==> config.mk <==
export PLATFORM = sky130hd
export DESIGN_NAME = card_cmd_unit
export DESIGN_NICKNAME = d
export VERILOG_FILES = /design/src/rtl/card_cmd_pkg.sv /design/src/rtl/card_cmd_seq.sv /design/src/rtl/card_stat_reg.sv /design/src/rtl/card_rsp_store.sv /design/src/rtl/card_cmd_unit.sv
export SDC_FILE = /design/constraint.sdc
export NUM_CORES = 1
export LEC_CHECK = 0
export ABC_AREA = 1
export CORE_ASPECT_RATIO = 0.6
export CORE_MARGIN = 1.5
export CORE_UTILIZATION = 50
export CTS_CLUSTER_SIZE = 30
export DETAILED_ROUTE_END_ITERATION = 7
export PLACE_DENSITY = 0.88
export SYNTH_ARGS = -nofsm -noshare
export SYNTH_HDL_FRONTEND = slang
export SYNTH_SLANG_ARGS = --single-unit
==> constraint.sdc <==
create_clock -name clk_i -period 2.2 [get_ports clk_i]
set_input_delay 0.22 -clock clk_i [delete_from_list [all_inputs] [get_ports clk_i]]
set_output_delay 0.22 -clock clk_i [all_outputs]
set_load 0.1 [all_outputs]
==> src/rtl/card_cmd_pkg.sv <==
package card_cmd_pkg;
  typedef enum logic [1:0] {ST_IDLE, ST_SEND, ST_WAIT, ST_BURST} seq_state_e;

  localparam int unsigned ADDR_W = 7;
  localparam logic [ADDR_W-1:0] OFS_CMD  = 7'h00;
  localparam logic [ADDR_W-1:0] OFS_ARGL = 7'h04;
  localparam logic [ADDR_W-1:0] OFS_ARGH = 7'h08;
  localparam logic [ADDR_W-1:0] OFS_STAT = 7'h10;
  localparam logic [ADDR_W-1:0] OFS_IE   = 7'h14;
  localparam logic [ADDR_W-1:0] OFS_CTO  = 7'h18;
  localparam logic [ADDR_W-1:0] OFS_RSP0 = 7'h40;

  localparam int unsigned SB_EOC  = 0;
  localparam int unsigned SB_CTO  = 7;
  localparam int unsigned SB_CCRC = 8;
  localparam int unsigned SB_COLL = 15;

  localparam int unsigned CB_INIT = 7;
  localparam int unsigned CB_BUSY = 11;
  localparam logic [2:0] RT_NONE = 3'd0;
  localparam logic [2:0] RT_LONG = 3'd2;
endpackage

==> src/rtl/card_cmd_seq.sv <==
module card_cmd_seq
  import card_cmd_pkg::*;
#(
  parameter int unsigned TO_W        = 8,
  parameter int unsigned BURST_TICKS = 80
) (
  input  logic            clk_i,
  input  logic            rst_ni,
  input  logic            launch_i,
  input  logic [15:0]     cmd_i,
  input  logic [TO_W-1:0] cto_i,
  input  logic            tick_i,
  input  logic            eng_sent_i,
  input  logic            eng_done_i,
  input  logic            eng_crc_ok_i,
  output logic            busy_o,
  output logic            eng_req_o,
  output logic            eng_burst_o,
  output logic            capture_o,
  output logic            long_o,
  output logic            eoc_o,
  output logic            cto_o,
  output logic            ccrc_o,
  output logic            coll_o
);
  localparam int unsigned BC_W  = $clog2(BURST_TICKS + 1);
  localparam int unsigned CNT_W = (TO_W > BC_W) ? TO_W : BC_W;

  seq_state_e st_q, st_d;
  logic [CNT_W-1:0] cnt_q;
  logic rsp_none_q, rsp_long_q;

  always_comb begin
    st_d      = st_q;
    eoc_o     = 1'b0;
    cto_o     = 1'b0;
    ccrc_o    = 1'b0;
    capture_o = 1'b0;
    unique case (st_q)
      ST_IDLE:
        if (launch_i) st_d = cmd_i[CB_INIT] ? ST_BURST : ST_SEND;
      ST_SEND:
        if (eng_sent_i) begin
          if (rsp_none_q) begin
            eoc_o = 1'b1;
            st_d  = ST_IDLE;
          end else begin
            st_d  = ST_WAIT;
          end
        end
      ST_WAIT:
        if (eng_done_i) begin
          capture_o = 1'b1;
          eoc_o     = eng_crc_ok_i;
          ccrc_o    = !eng_crc_ok_i;
          st_d      = ST_IDLE;
        end else if (tick_i && cnt_q == CNT_W'(cto_i)) begin
          cto_o = 1'b1;
          st_d  = ST_IDLE;
        end
      ST_BURST:
        if (tick_i && cnt_q == CNT_W'(BURST_TICKS - 1)) begin
          eoc_o = 1'b1;
          st_d  = ST_IDLE;
        end
      default: st_d = ST_IDLE;
    endcase
  end

  always_ff @(posedge clk_i or negedge rst_ni) begin
    if (!rst_ni) begin
      st_q       <= ST_IDLE;
      cnt_q      <= '0;
      rsp_none_q <= 1'b0;
      rsp_long_q <= 1'b0;
    end else begin
      st_q <= st_d;
      if (st_d != st_q)
        cnt_q <= '0;
      else if (tick_i && (st_q == ST_WAIT || st_q == ST_BURST))
        cnt_q <= cnt_q + 1'b1;
      if (st_q == ST_IDLE && launch_i) begin
        rsp_none_q <= (cmd_i[10:8] == RT_NONE);
        rsp_long_q <= (cmd_i[10:8] == RT_LONG);
      end
    end
  end

  assign busy_o      = (st_q != ST_IDLE);
  assign eng_req_o   = (st_q == ST_SEND);
  assign eng_burst_o = (st_q == ST_BURST);
  assign long_o      = rsp_long_q;
  assign coll_o      = launch_i && (st_q != ST_IDLE);

  AST_REQ_HELD: assert property (@(posedge clk_i) disable iff (!rst_ni)
    (eng_req_o && !eng_sent_i) |=> eng_req_o);
  AST_EOC_ENDS: assert property (@(posedge clk_i) disable iff (!rst_ni)
    eoc_o |=> !busy_o);
  AST_TIMEOUT_ENDS: assert property (@(posedge clk_i) disable iff (!rst_ni)
    cto_o |=> (!busy_o && !eng_req_o));
  AST_BURST_NO_FRAME: assert property (@(posedge clk_i) disable iff (!rst_ni)
    (eng_burst_o && !eoc_o) |=> (eng_burst_o && !eng_req_o));
endmodule

==> src/rtl/card_stat_reg.sv <==
module card_stat_reg #(
  parameter int unsigned SW = 16
) (
  input  logic          clk_i,
  input  logic          rst_ni,
  input  logic          we_i,
  input  logic [SW-1:0] wdata_i,
  input  logic [SW-1:0] set_i,
  input  logic [SW-1:0] ie_i,
  output logic [SW-1:0] stat_o,
  output logic          irq_o
);
  logic [SW-1:0] stat_q, clr;

  assign clr = we_i ? wdata_i : '0;

  always_ff @(posedge clk_i or negedge rst_ni) begin
    if (!rst_ni) stat_q <= '0;
    else         stat_q <= (stat_q & ~clr) | set_i;
  end

  assign stat_o = stat_q;
  assign irq_o  = |(stat_q & ie_i);

  AST_W1C_CLEARS: assert property (@(posedge clk_i) disable iff (!rst_ni)
    (we_i && set_i == '0) |=> ((stat_q & $past(wdata_i)) == '0));
  AST_SET_WINS: assert property (@(posedge clk_i) disable iff (!rst_ni)
    (set_i != '0) |=> ((stat_q & $past(set_i)) == $past(set_i)));
endmodule

==> src/rtl/card_rsp_store.sv <==
module card_rsp_store #(
  parameter int unsigned RW   = 16,
  parameter int unsigned NREG = 8
) (
  input  logic                     clk_i,
  input  logic                     rst_ni,
  input  logic                     cap_i,
  input  logic                     long_i,
  input  logic [RW*NREG-1:0]       resp_i,
  output logic [NREG-1:0][RW-1:0]  rsp_o
);
  localparam int unsigned SHORT_BASE = NREG - 2;

  logic [NREG-1:0][RW-1:0] rsp_q;

  for (genvar i = 0; i < NREG; i++) begin : g_reg
    if (i < SHORT_BASE) begin : g_long_only
      always_ff @(posedge clk_i or negedge rst_ni) begin
        if (!rst_ni)              rsp_q[i] <= '0;
        else if (cap_i && long_i) rsp_q[i] <= resp_i[i*RW +: RW];
      end
    end else begin : g_both
      always_ff @(posedge clk_i or negedge rst_ni) begin
        if (!rst_ni)    rsp_q[i] <= '0;
        else if (cap_i) rsp_q[i] <= long_i ? resp_i[i*RW +: RW]
                                           : resp_i[(i-SHORT_BASE)*RW +: RW];
      end
    end
  end

  assign rsp_o = rsp_q;

  AST_SHORT_KEEPS_LOW: assert property (@(posedge clk_i) disable iff (!rst_ni)
    (cap_i && !long_i) |=> $stable(rsp_q[0]));
endmodule

==> src/rtl/card_cmd_unit.sv <==
module card_cmd_unit
  import card_cmd_pkg::*;
#(
  parameter int unsigned DW          = 16,
  parameter int unsigned TO_W        = 8,
  parameter int unsigned BURST_TICKS = 80,
  parameter int unsigned NRSP        = 8
) (
  input  logic                 clk_i,
  input  logic                 rst_ni,
  input  logic                 reg_we_i,
  input  logic [ADDR_W-1:0]    reg_addr_i,
  input  logic [DW-1:0]        reg_wdata_i,
  output logic [DW-1:0]        reg_rdata_o,
  input  logic                 tick_i,
  input  logic [DW-1:0]        evt_i,
  output logic                 irq_o,
  output logic                 eng_req_o,
  output logic                 eng_burst_o,
  output logic [5:0]           eng_opcode_o,
  output logic [2*DW-1:0]      eng_arg_o,
  output logic [2:0]           eng_rsp_type_o,
  output logic [1:0]           eng_class_o,
  output logic                 eng_busy_exp_o,
  input  logic                 eng_sent_i,
  input  logic                 eng_done_i,
  input  logic                 eng_crc_ok_i,
  input  logic [DW*NRSP-1:0]   eng_resp_i
);
  logic [DW-1:0]   cmd_q, argl_q, argh_q, ie_q, stat;
  logic [TO_W-1:0] cto_q;
  logic [NRSP-1:0][DW-1:0] rsp;
  logic wr_cmd, busy, capture, long_rsp, eoc, cto, ccrc, coll;
  logic [DW-1:0] set_vec;

  assign wr_cmd = reg_we_i && reg_addr_i == OFS_CMD;

  always_ff @(posedge clk_i or negedge rst_ni) begin
    if (!rst_ni) begin
      cmd_q  <= '0;
      argl_q <= '0;
      argh_q <= '0;
      ie_q   <= '0;
      cto_q  <= '1;
    end else if (reg_we_i) begin
      unique case (reg_addr_i)
        OFS_CMD:  if (!busy) cmd_q <= reg_wdata_i;
        OFS_ARGL: argl_q <= reg_wdata_i;
        OFS_ARGH: argh_q <= reg_wdata_i;
        OFS_IE:   ie_q   <= reg_wdata_i;
        OFS_CTO:  cto_q  <= reg_wdata_i[TO_W-1:0];
        default: ;
      endcase
    end
  end

  card_cmd_seq #(.TO_W(TO_W), .BURST_TICKS(BURST_TICKS)) u_seq (
    .clk_i, .rst_ni,
    .launch_i(wr_cmd), .cmd_i(reg_wdata_i), .cto_i(cto_q), .tick_i,
    .eng_sent_i, .eng_done_i, .eng_crc_ok_i,
    .busy_o(busy), .eng_req_o, .eng_burst_o, .capture_o(capture),
    .long_o(long_rsp), .eoc_o(eoc), .cto_o(cto), .ccrc_o(ccrc), .coll_o(coll)
  );

  always_comb begin
    set_vec          = evt_i;
    set_vec[SB_EOC]  = set_vec[SB_EOC] | eoc;
    set_vec[SB_CTO]  = set_vec[SB_CTO] | cto;
    set_vec[SB_CCRC] = set_vec[SB_CCRC] | ccrc;
    set_vec[SB_COLL] = set_vec[SB_COLL] | coll;
  end

  card_stat_reg #(.SW(DW)) u_stat (
    .clk_i, .rst_ni,
    .we_i(reg_we_i && reg_addr_i == OFS_STAT), .wdata_i(reg_wdata_i),
    .set_i(set_vec), .ie_i(ie_q), .stat_o(stat), .irq_o
  );

  card_rsp_store #(.RW(DW), .NREG(NRSP)) u_rsp (
    .clk_i, .rst_ni, .cap_i(capture), .long_i(long_rsp),
    .resp_i(eng_resp_i), .rsp_o(rsp)
  );

  always_comb begin
    reg_rdata_o = '0;
    unique case (reg_addr_i)
      OFS_CMD:  reg_rdata_o = cmd_q;
      OFS_ARGL: reg_rdata_o = argl_q;
      OFS_ARGH: reg_rdata_o = argh_q;
      OFS_STAT: reg_rdata_o = stat;
      OFS_IE:   reg_rdata_o = ie_q;
      OFS_CTO:  reg_rdata_o = DW'(cto_q);
      default: ;
    endcase
    for (int i = 0; i < NRSP; i++)
      if (reg_addr_i == OFS_RSP0 + ADDR_W'(4*i)) reg_rdata_o = rsp[i];
  end

  assign eng_opcode_o   = cmd_q[5:0];
  assign eng_rsp_type_o = cmd_q[10:8];
  assign eng_class_o    = cmd_q[13:12];
  assign eng_busy_exp_o = cmd_q[CB_BUSY];
  assign eng_arg_o      = {argh_q, argl_q};

  AST_BUSY_CMD_KEPT: assert property (@(posedge clk_i) disable iff (!rst_ni)
    (busy && wr_cmd) |=> $stable(cmd_q));
  AST_IRQ_NEEDS_STATUS: assert property (@(posedge clk_i) disable iff (!rst_ni)
    (stat == '0) |-> !irq_o);
endmodule

=== After elaboration in Yosys (flattened, before gate mapping) ===
Index checks and enable logic that the tools add are counted.

* Bits in registers: 228
* Word-level logic and storage cells: 103

* Add/subtract/negate cells: 1
* Equal/unequal tests: 20
* Multiplexer cells: 34
* Bitwise gates (word level): 9
* Reductions and logical operators: 21

{| class="wikitable"
|+ Operators by type and width
! cell !! number
|-
| 16-bit 2-to-1 mux || 11
|-
| 16-bit case mux with 6 select lines || 1
|-
| 7-bit equality test (second input constant) || 8
|-
| 16-bit AND || 2
|-
| 7-bit by 5-bit equality test with 1-bit output (second input constant) || 3
|-
| 8-bit 2-to-1 mux || 2
|-
| 16-bit inverter || 1
|-
| 16-bit bitwise OR || 1
|-
| 16-bit OR reduction || 1
|-
| 2-bit 2-to-1 mux || 7
|-
| 1-bit 2-to-1 mux || 11
|-
| 8-bit by 1-bit adder with 8-bit output (second input constant) || 1
|-
| 8-bit by 7-bit equality test with 1-bit output (second input constant) || 1
|-
| 8-bit equality test || 1
|-
| 1-bit logical AND || 8
|-
| 2-bit case mux with 4 select lines || 1
|-
| 2-bit AND reduction || 4
|-
| 7-bit by 3-bit equality test with 1-bit output (second input constant) || 1
|-
| 7-bit by 4-bit equality test with 1-bit output (second input constant) || 1
|-
| 7-bit logical NOT || 1
|-
| 2-bit equality test (second input constant) || 2
|-
| 1-bit bitwise OR || 4
|-
| 2-bit nonzero test || 2
|-
| 3-bit by 2-bit equality test with 1-bit output (second input constant) || 1
|-
| other kinds (9) || 9
|}

=== Depth between registers and ports, before layout ===
Gate-level depths: netlist (run 1).

* Word-level depth: 10
* Mapped depth: 13
* Gate-level depth less buffers: 12

=== Cells and area by module ===
A second synthesis (run 1) with hierarchy kept.

* Cell total of the unflattened synthesis: 1600
* Area total of the unflattened synthesis: 11863.9 um^2

{| class="wikitable"
|+ Modules (own cells, without submodules)
! module !! instances !! cells an instance !! area each (um^2) !! seq. area each (um^2)
|-
| card_rsp_store || 1 || 653 || 5469.0 || 3203.1
|-
| card_cmd_unit || 1 || 731 || 4738.3 || 1811.7
|-
| card_cmd_seq || 1 || 131 || 910.9 || 300.3
|-
| card_stat_reg || 1 || 85 || 745.7 || 400.4
|}

=== Worst setup path before layout (run 1) ===
Ideal clock, no wire load.

* Path kind: flip-flop to flip-flop
* From: register u_seq.st_q[1]
* To: register u_seq.cnt_q[2]
* Library setup time: 0.119 ns
* Data arrival time: 2.605 ns
* Required time: 2.081 ns
* Setup slack: -0.524 ns
* Cell stages (with the launch flop): 10
* Buffers on the path: 1
* Cells stage by stage: dfrtp_1 -> nor2_1 -> nand2_1 -> nor2_1 -> a21oi_1 -> nand4_1 -> nand2_1 -> buf_4 -> nand4_1 -> nand2_1

{| class="wikitable"
|+ RTL lines
! what !! line !! text
|-
| from (decl) || card_cmd_seq.sv:29 || <nowiki>seq_state_e st_q, st_d;</nowiki>
|-
| from (signal assigned) || card_cmd_seq.sv:77 || <nowiki>st_q <= st_d;</nowiki>
|-
| 2-bit by 1-bit equality test with 1-bit output * || - ||
|-
| via eng_req_o || card_cmd_unit.sv:18 || <nowiki>output logic eng_req_o,</nowiki>
|-
| 2-bit case mux with 4 select lines * || card_cmd_seq.sv:39 || <nowiki>unique case (st_q)</nowiki>
|-
| 2-bit inequality test * || card_cmd_seq.sv:78 || <nowiki>if (st_d != st_q)</nowiki>
|-
| 8-bit 2-to-1 mux or 2-bit nonzero test (tied branches) || - ||
|-
| to (signal assigned) || card_cmd_seq.sv:81 || <nowiki>cnt_q <= cnt_q + 1'b1;</nowiki>
|-
| to (decl) || card_cmd_seq.sv:30 || <nowiki>logic [CNT_W-1:0] cnt_q;</nowiki>
|}

Mark *: on every way through the listed nets, which the timed path passes. The rest lies on a longest branch.
A chain may end at the register's enable or synchronous reset.

=== Worst setup path in the final report (run 1) ===
* From: register argl_q[13]
* To: output port reg_rdata_o[13]

* Word-level cells in the longest chain between the ends: 9

{| class="wikitable"
|+ RTL lines
! what !! line !! text
|-
| from (decl) || card_cmd_unit.sv:30 || <nowiki>logic [DW-1:0] cmd_q, argl_q, argh_q, ie_q, stat;</nowiki>
|-
| from (signal assigned) || card_cmd_unit.sv:48 || <nowiki>OFS_ARGL: argl_q <= reg_wdata_i;</nowiki>
|-
| 16-bit case mux with 6 select lines || card_cmd_unit.sv:86 || <nowiki>unique case (reg_addr_i)</nowiki>
|-
| 16-bit 2-to-1 mux (8 in a row) || card_cmd_unit.sv:96 || <nowiki>if (reg_addr_i == OFS_RSP0 + ADDR_W'(4*i)) reg_rdata_o = rsp[i];</nowiki>
|-
| to (decl) || card_cmd_unit.sv:14 || <nowiki>output logic [DW-1:0] reg_rdata_o,</nowiki>
|}

Every way passes these cells.

==> results of run 1 <==
[cell families (layout without fill, tap and decap cells)]
logic type	after synthesis	after routing	synth area share
buffers and inverters	223	517	0.0829
XOR/XNOR	7	7	0.00525
AO/OA/AOI/OAI	200	200	0.0896
flip-flops	228	228	0.490
multiplexers	86	86	0.0974
other	0	1	0
adder cells (fa/ha/maj)	1	1	0.00107
AND/OR/NAND/NOR	626	626	0.234
[flip-flops by register name, summed over array words and instances, names as in the netlist]
signal	count
argl_q	16
cto_q	8
ie_q	16
u_stat.stat_o	16
u_seq.rsp_none_q	1
argh_q	16
u_seq.long_o	1
u_rsp.rsp_o	128
cmd_q	16
u_seq.st_q	2
u_seq.cnt_q	8
[power groups by stage]
stage          Clock, uW  Combinational, uW  Sequential (uW)
2_1_floorplan          0                668             5020
3_3_place_gp           0               1730             4730
3_5_place_dp           0               1770             4740
4_1_cts             3710               1780             4670
5_1_grt             3890               1920             4690
6_report            3680               1810             4670
[layout make-up]
class                   instances  area, um^2
fillers                      1745        7170
flip-flops and latches        228        5730
multi-input cells             920        5200
repair buffers                327        3270
clock buffers                  34         647
inverters                     150         569
well taps                     315         394
clock inverters                 6        42.5
diodes                          1        2.50
[per-stage QoR]
step | cells | area [um^2] | TNS (ns) | hold WS [ns] | utilization
final | 1981 | 15900 | 0 | 0.243 | 0.689
after global routing | 1980 | 15900 | -0.0993 | 0.253 | 0.688
after CTS | 1967 | 15600 | -0.0141 | 0.233 | 0.679
after detailed placement | 1926 | 14900 | -6.34 | 0.208 | 0.648
after global placement | 1926 | 14900 | -4.22 | 0.215 | 0.648
after floorplan | 1371 | 11800 | 0 | -0.0756 | -
[worst paths after layout]
path / startpoint / endpoint / slack (ns)
hold reg to reg: cmd_q[14] / cmd_q[14] / 0.49
hold / removal: rst_ni / u_rsp.rsp_o[107] / 0.24
setup / recovery: argl_q[13] / reg_rdata_o[13] / 0.01
max in group asynchronous: rst_ni / cto_q[1] / 1.12
min in group clk_i: evt_i[4] / u_stat.stat_o[4] / 0.24
setup reg to reg: u_seq.cnt_q[5] / u_seq.cnt_q[7] / 0.30
[routing by layer]
metal | global-route usage | vias to the layer above | part of all wire
li1 | - | 4993 | -
met3 | 0.0878 | 61 | 0.11
met1 | 0.448 | 5191 | 0.43
met2 | 0.466 | 582 | 0.43
met5 | 0 | - | 0.00071
met4 | 0.0794 | 4 | 0.022
[critical path, delay by kind of cell (launching register included)]
kind	cells	cell delay [ns]
buf+inv	1	0.18
flops	1	0.40
simple gates	8	0.87
[cells in the final DEF, fill, tap and decap left out, drive strengths merged, types with 4 or more instances in the layout]
cell type / netlist / final
a21oi: 31 / 31
a221oi: 4 / 4
buf: 41 / 152
clkbuf: 32 / 42
clkdlybuf4s50: 0 / 165
clkinv: 0 / 4
dfrtp: 220 / 220
dfstp: 8 / 8
inv: 150 / 149
mux2: 86 / 86
nand2: 394 / 394
nand3: 94 / 94
nand4: 37 / 37
nor2: 82 / 82
o21ai: 155 / 155
or2: 12 / 12
xor2: 5 / 5
[timing repair]
| action | in CTS | in global routing |
|---|---|---|
| pin swaps | 2 | 21 |
| hold endpoints to repair | 66 | 0 |
| setup buffers | 0 | 11 |
| gates cloned | 0 | 2 |
| endpoints found under the setup margin | 16 | 17 |
| resized for setup | 18 | 34 |
| hold buffers | 1 | 0 |
==> results by group, run 1 <==
Outcome
  – Run status: finished clean

Global routing
  – Pin count of the biggest net entering global routing: 73
  – Global-route wire length before repair: 59,100 um
  – Vias in the first global route: 10,600
  – Antenna violations before repair: 3
  – Total GRT Usage: 0.312
  – Overflow after GRT: 0

Synth
  – Seq/Total Area, Yosys: 0.490
  – Mapped Nets: 1,546
  – Post-synth ARST share: 1.00
  – Top_reg_cell synth: dfrtp_1
  – Post-synth top cells: nand2_1, dfrtp_1, inv_1
  – Synth Register Bits: 228
  – Most common cell in the netlist: nand2_1
  – Cell taking the most area after synthesis: dfrtp_1
  – Post-synthesis cell count: 1,371
  – Number of flops mapped to enable cells by yosys: 0
  – Syn avg cell area: 8.51 um^2
  – Synth unique cells: 43
  – Top cell type's share of synthesized area: 0.472
  – Top post-synthesis cells by area: dfrtp_1, nand2_1, mux2_4
  – Ys Warns: 0
  – Synthesized area: 0.0117 mm^2

STA
  – Final hold violation count: 0
  – Period utilization: 0.995
  – Final clock skew: 0.0158 ns
  – RSZ-0062 raised after global routing: true
  – FMAX: 457 MHz
  – Max-slew headroom: 0.583
  – Setup Viol. Count Final: 0
  – Minimum clock period: 2.19 ns
  – Final slew viol count: 0
  – Worst setup margin: 0.0121 ns
  – Worst Tran Pin Value: 0.626 ns

Placed design
  – Post-DP HPWL: 28,500 um
  – Number of I/O port buffers: 236
  – GPL Wtd Cong: 0.941
  – Worst slack, placed: -0.249 ns

Clock tree
  – Total CTS buffers: 23
  – Clk sinks: 228
  – Root Driver: clkbuf_16
  – Max Root-Sink Buffers: 3
  – CTS tree: done
  – # H-tree levels: 1
  – Clock edge transition at the registers on the reported setup and hold paths: 0.06 ns
  – Skew-Pair Late Insertion Delay: 0.52 ns

Pwr
  – Reg power frac: 0.460
  – Total power: 10,200 uW
  – Internal cell power: 7160 uW
  – Clock power frac: 0.362
  – Pwr dens: 641 mW/mm^2
  – P_sw: 3000 uW
  – Static leakage: 0.00778 uW
  – Logic pwr share: 0.179
  – VDD IR max: 423 uV
  – Sw frac: 0.295

Floorplanning
  – Die footprint: 0.0243 mm^2
  – Starting Density: 0.507
  – Rows: 43
  – Top-level port count: 237
  – CORE AREA: 0.0230 mm^2
  – Die span in x: 200 um
  – Die height: 121 um

Worst setup path
  – Crit-path max FO: 2
  – Worst Reg-to-Reg Cells: 9
  – Worst Setup Start Kind: flip-flop
  – Worst path cell trace: nand3_1 -> nand2_1 -> nor2_2 -> nand3_1 -> nand2_1 -> nand4_1 -> nor2_2 -> nand3_2 -> buf_12
  – Crit path DAT: 1.97 ns
  – CP max-delay cell: dfrtp_1
  – Kind of critical path: flip-flop to output pin
  – Setup crit end kind: output pin
  – Worst Path Required: 1.98 ns
  – Max incr delay on CP: 0.40 ns

Route
  – Vias per cell: 5.47
  – Drt pass-1 iters: 5
  – Remaining DRCs: 0
  – Drt total wl: 37,800 um
  – DR vias: 10,800
  – Post-route ant nets: 0
  – Post-DR wirelength/cell: 19.1 um
  – First DRT Iteration DRCs: 1,044

Worst hold path
  – Hold Crit Class: input pin to async pin

Layout
  – Layout area overhead: 35.8%
  – Final Net Count: 1,825
  – Layout cell share with drive strength beyond 1: 0.222

Job
  – MaxCap Viol Count: 0
Note: power is estimated with default switching activity, not from simulation.
==> run 2: changes to the inputs <==
- PLACE_DENSITY: 0.88 -> default
- PLACE_DENSITY_LB_ADDON: default -> 0.3
- RECOVER_POWER: default -> 25
- SETUP_SLACK_MARGIN: default -> 0.02
==> results by group, run 2 (synthesis results as in run 1) <==
Layout
  – Max FFs per register: 128 (unchanged)
  – Layout cell share with drive strength beyond 1: 0.237 (+0.0144)
  – Most common cell after layout, fill and taps aside: nand2_1
  – Design area: 0.0161 mm^2 (+1.6%)
  – Area of the multi-input gates: 0.00525 mm^2 (+0.89%)
  – Filler instances: 1,785 (+2.3%)
  – Final Net Count: 1,841 (+0.88%)
  – Total area of sequential cells: 0.00574 mm^2 (+0.20%)
  – Commonest cells after routing, fill and taps aside: nand2_1, dfrtp_1, clkdlybuf4s50_1
  – Layout area overhead: 38.0%

Route
  – DR vias: 11,000 (+1.5%)
  – First DRT Iteration DRCs: 1,086 (+4.0%)
  – Drt pass-1 iters: 5 (unchanged)
  – Remaining DRCs: 0 (unchanged)
  – Post-DR wirelength/cell: 19.4 um (+1.8%)
  – Drt total wl: 38,800 um (+2.8%)
  – Vias per cell: 5.50 (+0.60%)
  – Post-route ant nets: 0 (unchanged)

Worst setup path
  – Reg-to-reg critical path endpoint: u_seq.cnt_q[5]
  – Crit path launch: argl_q[0]
  – Worst Setup Start Kind: flip-flop
  – Worst r2r src: u_seq.cnt_q[0]
  – CP endpoint: reg_rdata_o[0]
  – Setup crit end kind: output pin
  – Crit-path max FO: 3 (+1)
  – R2r setup slk: 0.30 ns (about the same)
  – Kind of critical path: flip-flop to output pin
  – Crit path DAT: 1.94 ns (-0.03 ns)
  – Worst Path Required: 1.98 ns (about the same)
  – Worst Reg-to-Reg Cells: 10 (+1)

Global routing
  – Pin count of the biggest net entering global routing: 73 (unchanged)
  – Met3 Use GR: 0.0728 (-0.0150)
  – Overflow after GRT: 0 (unchanged)
  – Vias in the first global route: 10,600 (-0.52%)
  – Met2 Use GR: 0.472 (+0.00673)
  – Antenna violations before repair: 2 (-1)
  – Total GRT Usage: 0.318 (+0.00546)
  – GR Layer Usage met1: 0.474 (+0.0262)
  – Global-route wire length before repair: 59,600 um (+0.83%)
  – Global route hottest layer: met1

Placed design
  – Area after DPL: 0.0150 mm^2 (+0.59%)
  – Number of I/O port buffers: 236 (unchanged)
  – Worst slack, placed: -0.288 ns (-0.0394 ns)
  – GPL Wtd Cong: 0.954 (+1.3%)
  – Post-DP HPWL: 28,900 um (+1.4%)

Pwr
  – Pwr dens: 664 mW/mm^2 (+3.6%)
  – VDD IR max: 504 uV (+19%)
  – Static leakage: 0.00792 uW (+1.7%)

STA
  – Minimum clock period: 2.16 ns (-0.0253 ns)
  – Max-slew headroom: 0.272 (-0.310)
  – Final clock skew: 0.00944 ns (-0.00634 ns)
  – Worst setup margin: 0.0374 ns (+0.0253 ns)
  – Period utilization: 0.983 (-0.0115)
  – Worst Tran Pin Value: 1.09 ns (+0.465 ns)
  – Final hold violation count: 0 (unchanged)
  – RSZ-0062 raised after global routing: true
  – Setup Viol. Count Final: 0 (unchanged)
  – FMAX: 462 MHz (+1.2%)
  – Final slew viol count: 0 (unchanged)

Clock tree
  – Max Root-Sink Buffers: 3 (unchanged)
  – Skew-Pair Late Insertion Delay: 0.52 ns (about the same)
  – Clk sinks: 228 (unchanged)
  – Root Driver: clkbuf_16
  – Total CTS buffers: 22 (-4.3%)
  – Clock edge transition at the registers on the reported setup and hold paths: 0.07 ns (about the same)
  – # H-tree levels: 1 (unchanged)
  – CTS tree: done

Floorplanning
  – Die footprint: 0.0243 mm^2 (unchanged)
  – Starting Density: 0.507 (unchanged)
  – CORE AREA: 0.0230 mm^2 (unchanged)
  – Die height: 121 um (unchanged)
  – Rows: 43 (unchanged)
  – Die span in x: 200 um (unchanged)
  – Top-level port count: 237 (unchanged)

Worst hold path
  – Hold Crit Class: input pin to flip-flop

Job
  – MaxCap Viol Count: 0 (unchanged)

Outcome
  – Run status: finished clean
[run 2: cell types whose count changed in the layout (fill, tap and decap cells not counted), moves of 4 or more]
cell	previous run	this run
nor2_4	8	14
buf_4	119	127
dfrtp_4	0	4
buf_6	3	9
nor2_2	13	8
bufinv_16	0	4
[run 2: worst min-delay path by stage]
stage          cells after the start           endpoint  slack [ns]      start
2_1_floorplan                      0          argh_q[0]       -0.08     rst_ni
3_3_place_gp                       1    u_rsp.rsp_o[68]        0.22     rst_ni
3_5_place_dp                       1    u_rsp.rsp_o[52]        0.22     rst_ni
4_1_cts                            3  u_stat.stat_o[13]        0.21  evt_i[13]
5_1_grt                            3  u_stat.stat_o[13]        0.23  evt_i[13]
6_report                           3  u_stat.stat_o[13]        0.21  evt_i[13]
[run 2: layer usage]
layer | share of wire | wire, um
met2 | 0.43 | 16800
met1 | 0.44 | 17200
met3 | 0.11 | 4160
met4 | 0.018 | 698
met5 | 0 | 0
[run 2: final cells by class]
| type | instances | share of cell area |
|---|---|---|
| antenna | 2 | 0.000311 |
| tap | 315 | 0.0245 |
| inverter | 150 | 0.0355 |
| clock inverter | 10 | 0.00971 |
| multi-input combinational | 920 | 0.326 |
| clock buffer | 30 | 0.0392 |
| timing repair buffer | 344 | 0.209 |
| sequential | 228 | 0.356 |
[run 2: worst max-delay path, stage by stage (launching register included)]
cell and delay, ns:
dfrtp_1 0.43, nand3_1 0.13, nand2_1 0.07, inv_1 0.05, nand4_1 0.11, nor2_1 0.13, nand3_1 0.13, nand2_1 0.10
nand3_2 0.08, buf_12 0.17
[run 2: metrics by stage]
step / util / power [uW] / instances / hold slack, ns / TNS [ns]
after detailed placement: 0.652 / 6510 / 1931 / 0.221 / -8.56
after global routing: 0.699 / 11000 / 1997 / 0.228 / -0.114
final: 0.700 / 10700 / 1999 / 0.213 / 0
after global placement: 0.652 / 6470 / 1931 / 0.225 / -5.84
after CTS: 0.690 / 10700 / 1974 / 0.209 / 0
after floorplan: - / 5690 / 1371 / -0.0756 / 0
[run 2: where the power goes]
| group | switching [uW] | internal [uW] | total (uW) |
|---|---|---|---|
| Sequential | 207 | 4460 | 4660 |
| Combinational | 1160 | 673 | 1840 |
| Clock | 1710 | 2490 | 4200 |
| Total | 3080 | 7620 | 10700 |
[run 2: what timing repair did]
action / 4_1_cts / 5_1_grt
hold buffers: 1 / 0
hold endpoints to repair: 58 / 0
resized for setup: 30 / 45
buffers inserted: 1 / 22
setup endpoints to repair: 17 / 17
gates cloned: 1 / 1
pin swaps: 8 / 33
